<file path="src/rtl/pc_seq.sv">
module pc_seq #(
  parameter int PC_W = 11,
  localparam int PG_W = PC_W - 9
) (
  input  logic            clk,
  input  logic            rst,
  input  logic            inc,
  input  logic            jmp,
  input  logic            call,
  input  logic            pcl_wr,
  input  logic            ret,
  input  logic [8:0]      addr,
  input  logic [7:0]      lit,
  input  logic [PG_W-1:0] page_sel,
  output logic [PC_W-1:0] pc,
  output logic [7:0]      w_val,
  output logic            w_load
);
  logic [PC_W-1:0] lvl1, lvl2;

  wire [PC_W-1:0] pc_inc   = pc + {{(PC_W-1){1'b0}}, 1'b1};
  wire [PC_W-1:0] far_tgt  = {page_sel, addr};
  wire [PC_W-1:0] near_tgt = {page_sel, 1'b0, addr[7:0]};

  always_ff @(posedge clk) begin
    if (rst) begin
      pc     <= '1;
      lvl1   <= '0;
      lvl2   <= '0;
      w_val  <= '0;
      w_load <= 1'b0;
    end else begin
      w_load <= ret;
      if (ret) w_val <= lit;
      if (inc)
        pc <= pc_inc;
      else if (jmp)
        pc <= far_tgt;
      else if (call) begin
        lvl2 <= lvl1;
        lvl1 <= pc_inc;
        pc   <= near_tgt;
      end else if (pcl_wr)
        pc <= near_tgt;
      else if (ret) begin
        pc   <= lvl1;
        lvl1 <= lvl2;
      end
    end
  end
endmodule

</file>
<file path="config.mk">
export PLATFORM = sky130hd
export DESIGN_NAME = pc_seq
export DESIGN_NICKNAME = d
export VERILOG_FILES = /design/src/rtl/pc_seq.sv
export SDC_FILE = /design/constraint.sdc
export NUM_CORES = 1
export LEC_CHECK = 0
export ABC_AREA = 1
export CORE_AREA = 5 5 69 71
export DETAILED_ROUTE_END_ITERATION = 16
export DIE_AREA = 0 0 74 76
export GPL_TIMING_DRIVEN = 1
export PLACE_DENSITY = 0.82
export REMOVE_ABC_BUFFERS = 1
export SYNTH_ARGS = -nofsm -noshare
export SYNTH_HDL_FRONTEND = slang
export SYNTH_SLANG_ARGS = --single-unit
</file>
<file path="constraint.sdc">
create_clock -name clk -period 3.1 [get_ports clk]
set_clock_uncertainty 0.05 [all_clocks]
set_input_delay 0.465 -clock clk [delete_from_list [all_inputs] [get_ports clk]]
set_output_delay 0.465 -clock clk [all_outputs]
set_load 0.01 [all_outputs]
</file>
==> results of run 1 <==
[flip-flops by register name (all words and copies together) (netlist names)]
name / flops
lvl1: 11
lvl2: 11
pc: 11
w_load: 1
w_val: 8
[synthesized netlist by cell type, drive strengths merged]
| library cell | n | area [µm²] |
|---|---|---|
| nand3 | 30 | 155.1 |
| a31oi | 2 | 18.77 |
| o211ai | 8 | 65.06 |
| dfxtp | 42 | 840.8 |
| clkbuf | 3 | 11.26 |
| buf | 11 | 101.4 |
| ha | 1 | 12.51 |
| nand2 | 51 | 203.9 |
| o211a | 1 | 10.01 |
| o21ai | 44 | 227.7 |
| xor2 | 2 | 17.52 |
| o22ai | 1 | 6.260 |
| or2 | 2 | 12.51 |
| a21oi | 20 | 130.1 |
| nor2 | 43 | 187.7 |
| inv | 30 | 115.1 |
| a211oi | 1 | 7.510 |
[cell families after synthesis]
family,Yosys count,share of synthesized area
simple gates,126,0.2634
xor+xnor,2,0.008251
buf+inv,44,0.1073
flops,42,0.3960
compound gates,77,0.2192
fa+ha+maj,1,0.005892
[final cells by class]
| class | count | area [µm²] | area share |
|---|---|---|---|
| clock buffer | 7 | 86.33 | 0.03279 |
| clock inverter | 1 | 5.005 | 0.001901 |
| inverter | 30 | 115.1 | 0.04373 |
| multi-input combinational | 206 | 1055 | 0.4007 |
| sequential | 42 | 840.8 | 0.3194 |
| tap | 52 | 65.06 | 0.02471 |
| timing repair buffer | 47 | 465.4 | 0.1768 |
[how the worst min path moves through the flow]
stage | startpoint | to | slack, ns | cells past startpoint
CTS | lvl1[2] | lvl2[2] | 0.43 | 2
finish | lvl2[10] | lvl2[10] | 0.43 | 2
detailed placement | lvl2[9] | lvl2[9] | 0.41 | 2
global placement | lvl2[7] | lvl2[7] | 0.40 | 2
global route | lvl2[0] | lvl1[0] | 0.46 | 2
floorplan | lvl1[2] | lvl2[2] | 0.39 | 2
[worst min-delay path: stages (launching register included)]
cell     delay (ns)
dfxtp_1        0.31
nor2_1         0.05
nor2_1         0.09
[layer usage]
| layer | vias to the layer above | wire [µm] |
|---|---|---|
| met2 | 74 | 2348 |
| li1 | 1050 | - |
| met5 | - | 0 |
| met3 | 7 | 407 |
| met1 | 946 | 2405 |
| met4 | 0 | 94 |
[power by group]
group	internal, µW	leakage [µW]	total [µW]	switching [µW]
Combinational	128	0.000798	285	157
Sequential	577	0.000347	607	30.1
Clock	180	0.0000482	364	184
Total	884	0.00119	1260	371
[per-stage QoR]
| step | setup slack [ns] | power [µW] |
|---|---|---|
| CTS | 0.9549 | 1260 |
| detailed placement | 0.6532 | 900.6 |
| global route | 0.7779 | 1321 |
| global placement | 0.7393 | 896.3 |
| floorplan | 1.564 | 773.4 |
| finish | 0.9298 | 1256 |
==> flow_summary.ini, run 1 <==
[outcome]
outcome = complete, no violations

[timing]
worst_pin_slew_ns = 0.4274
setup_violations = 0
slew_headroom = 0.7142
fmax_ghz = 0.4608
hold_viol_final = 0
layout_min_cycle_time_ns = 2.170
slew_violations = 0
tns_ns = 0
holdWs_ns = 0.4274
rsz0062_at_grt = no
fin_crit_sh = 0.7001

[floorplanning]
dieArea_mm2 = 0.005624
core_mm2 = 0.004174
ios = 46
die_h_um = 76
start_util = 0.5087
die_width_um = 74
std_cell_rows = 24

[cts]
postCtsSetupBuffers = 0
clkSlewWorstSetupHoldPaths_ns = 0.07
cts-htree-levels = 2
clk_latency_ns = 0.30
cts_made_buffers = 5
cts_tree = yes
clock-sinks = 42
ctsRootBufferMaster = clkbuf_8
cts_buffer_depth = 2
cts_resized = 0
holdBufCountCts = 0

[critical_path]
cpMaxStageDelayCell = clkdlybuf4s50_1
rr_worst_depth = 8
r2r_start = pc[1]
crit_buf_inv = 4
path_class = in2reg
max_stage_delay_ns = 0.63
cp-startpoint = inc
critical_path.endpoint = lvl1[0]
path_cells = clkdlybuf4s50_1 -> inv_2 -> nand2_2 -> inv_1 -> nand2_2 -> inv_2 -> o21ai_0 -> a31oi_1
endpoint_kind = register
cp-start-kind = input port
critPathArrivalTime_ns = 2.35
cp.depth = 8
worstPathMaxFanout = 21
r2r-end = lvl1[8]
crit_family = buffers and inverters
crit_required_ns = 3.28
regToRegSetupSlack_ns = 1.54

[synth]
synth-seq-area-share = 0.3960
ys_types = 32
synth_seq_cells = 42
synthCells = 292
ys_warn_count = 0
syn_area_per_cell_um2 = 7.272
syn_area_mm2 = 0.002123

[global_route]
grt_pass1_wl_um = 8783
grt-busiest-layer = met2
grt_use_total = 0.1962
antenna_found_initial = 0
grt_max_degree = 35
grtUsageMet3 = 0.06596
gr-total-overflow = 0
met1_usage = 0.2549
grtUsageMet2 = 0.2988
grt_pass1_vias = 1965

[finish]
finalNonFillerCells = 385
post-route-util = 0.6307
area_delta_synth_final_pct = 23.98
layout_common_cells = nand2_1, clkdlybuf4s50_1, dfxtp_1
drive_above_1_share = 0.1081
final_cell_area_mm2 = 0.002633
fillCellCount = 369
n_antenna_cell = 0
final_nets = 359
layout_commonest_cell = nand2_1

[drt]
routed_via_density = 5.395
final_antenna_net_count = 0
drt_pass1_iterations = 4
avgRoutedWirePerCell_um = 13.65
drcViolationCount = 0
routed_wl_um = 5256
vias = 2077
drtIter0Drc = 166

[hold_path]
hp-class = reg2reg

[placement]
gp_congestion = 0.8248
placed_area_mm2 = 0.002541
placed_cells = 377
hpwl_um = 3897
port_buffers = 45

[power_and_ir_drop]
vdd_ir_drop_max_uv = 370.8
p_per_area_mw_per_mm2 = 476.9
p_leak_uw = 0.001193

[flow_run]
maxCapViolCount = 0
Note: power is estimated with default switching activity, not from simulation.
==> run 2, diff against run 1 <==
--- a/config.mk
+++ b/config.mk
@@ -6,11 +6,11 @@
 export NUM_CORES = 1
 export LEC_CHECK = 0
 export ABC_AREA = 1
-export CORE_AREA = 5 5 69 71
+export CORE_AREA = 5 5 72 74
 export DETAILED_ROUTE_END_ITERATION = 16
-export DIE_AREA = 0 0 74 76
+export DIE_AREA = 0 0 77 79
 export GPL_TIMING_DRIVEN = 1
-export PLACE_DENSITY = 0.82
+export PLACE_DENSITY = 0.76
 export REMOVE_ABC_BUFFERS = 1
 export SYNTH_ARGS = -nofsm -noshare
 export SYNTH_HDL_FRONTEND = slang
==> constraint.sdc (replaced) <==
create_clock -name clk -period 2 [get_ports clk]
set_clock_uncertainty 0.05 [all_clocks]
set_input_delay 0.3 -clock clk [delete_from_list [all_inputs] [get_ports clk]]
set_output_delay 0.3 -clock clk [all_outputs]
set_load 0.01 [all_outputs]
==> run 2 against run 1 <==
Effect of this change: hold slack better by 0.0031 ns; design area increased by 3.1%; global-route usage is 1.6 points lower; cell count up 2.9%; first-iteration DRC count increased by 17%.
==> flow_summary.ini, run 2 (synthesis results as in run 1) <==
[floorplanning]
ios = 46
core_mm2 = 0.004536
die_h_um = 79
start_util = 0.4681
die_width_um = 77
std_cell_rows = 25
dieArea_mm2 = 0.006083

[critical_path]
max_stage_delay_ns = 0.57
path_class = reg2out
endpoint_kind = primary output
crit_family = buffers and inverters
path_cells = clkdlybuf4s50_1
regToRegSetupSlack_ns = 0.45
crit_buf_inv = 1
r2r_start = pc[1]
worstPathMaxFanout = 5
cp-start-kind = register
cp.depth = 1
r2r-end = pc[8]
critPathArrivalTime_ns = 1.29
rr_worst_depth = 8
cpMaxStageDelayCell = clkdlybuf4s50_1
crit_required_ns = 1.65

[cts]
cts_buffer_depth = 2
ctsRootBufferMaster = clkbuf_8
cts_resized = 0
cts_made_buffers = 5
holdBufCountCts = 0
clkSlewWorstSetupHoldPaths_ns = 0.08
postCtsSetupBuffers = 0
cts-htree-levels = 2
cts_tree = yes
clock-sinks = 42
clk_latency_ns = 0.29

[hold_path]
hold_path_startpoint = lvl2[7]
holdPathEnd = lvl2[7]
hp-class = reg2reg
whs_path_depth = 2

[timing]
rsz0062_at_grt = no
slew_violations = 0
fin_crit_sh = 0.8219
tns_ns = 0
hold_viol_final = 0
fmax_ghz = 0.6084
layout_min_cycle_time_ns = 1.644
slew_headroom = 0.7865
worst_pin_slew_ns = 0.3202
setup_violations = 0
layout_setup_ws_ns = 0.3562

[drt]
drt_pass1_iterations = 4
drcViolationCount = 0
vias = 2081
avgRoutedWirePerCell_um = 13.49
drtIter0Drc = 195
routed_wl_um = 5343
final_antenna_net_count = 0
routed_via_density = 5.255

[placement]
pre_cts_ws_ns = 0.1207
gp_congestion = 0.8414
port_buffers = 45
hpwl_um = 3910

[finish]
final_nets = 368
multi_input_area_mm2 = 0.001055
top_regs = lvl1 x11, lvl2 x11, pc x11
drive_above_1_share = 0.1316
post-route-util = 0.5986
regArea_um2 = 840.8
fillCellCount = 418
n_antenna_cell = 0
area_delta_synth_final_pct = 27.87
layout_commonest_cell = nand2_1
layout_common_cells = nand2_1, clkdlybuf4s50_1, dfxtp_1

[global_route]
grt_use_total = 0.1807
antenna_found_initial = 0
gr-total-overflow = 0
grt_max_degree = 35
grt_pass1_vias = 1978
grt_pass1_wl_um = 8990

[power_and_ir_drop]
vdd_ir_drop_max_uv = 458.3
p_leak_uw = 0.001241
total_power_uw = 1955
p_per_area_mw_per_mm2 = 720.1

[flow_run]
maxCapViolCount = 0

[outcome]
outcome = complete, no violations
## run 2: changes by cell type in the layout (fill, tap and decap cells not counted), sizes merged
cell and delta:
buf +9
## run 2: routing by layer
metal | GRT usage | vias to the layer above | wire, µm
li1 | - | 1062 | -
met1 | 0.2357 | 939 | 2401
met2 | 0.2869 | 73 | 2389
met3 | 0.05782 | 7 | 489
met4 | 0.05155 | 0 | 62
met5 | 0 | - | 0
## run 2: power breakdown
part | total (µW) | leakage (µW) | internal (µW) | switching [µW]
clock network | 561 | 0.0000482 | 279 | 282
registers | 941 | 0.000347 | 894 | 47.0
logic | 454 | 0.000846 | 212 | 242
## run 2: final cells by class
class	instances	share of cell area
repair buffers	56	0.2009
flip-flops and latches	42	0.3097
inverters	30	0.04240
clock inverters	1	0.001843
multi-input cells	206	0.3885
well taps	54	0.02488
clock buffers	7	0.03180
## run 2: stage by stage
step | std cells | instance area, µm² | hold slack [ns]
global route | 396 | 2715 | 0.4482
finish | 396 | 2715 | 0.4305
global placement | 388 | 2624 | 0.4017
CTS | 396 | 2715 | 0.4317
detailed placement | 388 | 2624 | 0.4126
floorplan | 278 | 2011 | 0.3224
## run 2: how the worst max path moves through the flow
| stage | startpoint | slack (ns) | to |
|---|---|---|---|
| 2_1_floorplan | inc | 0.63 | lvl1[0] |
| 3_3_place_gp | call | 0.16 | pc[10] |
| 4_1_cts | pc[5] | 0.36 | pc[5] |
| 3_5_place_dp | call | 0.12 | pc[10] |
| 6_report | pc[5] | 0.36 | pc[5] |
| 5_1_grt | pc[2] | 0.30 | pc[2] |
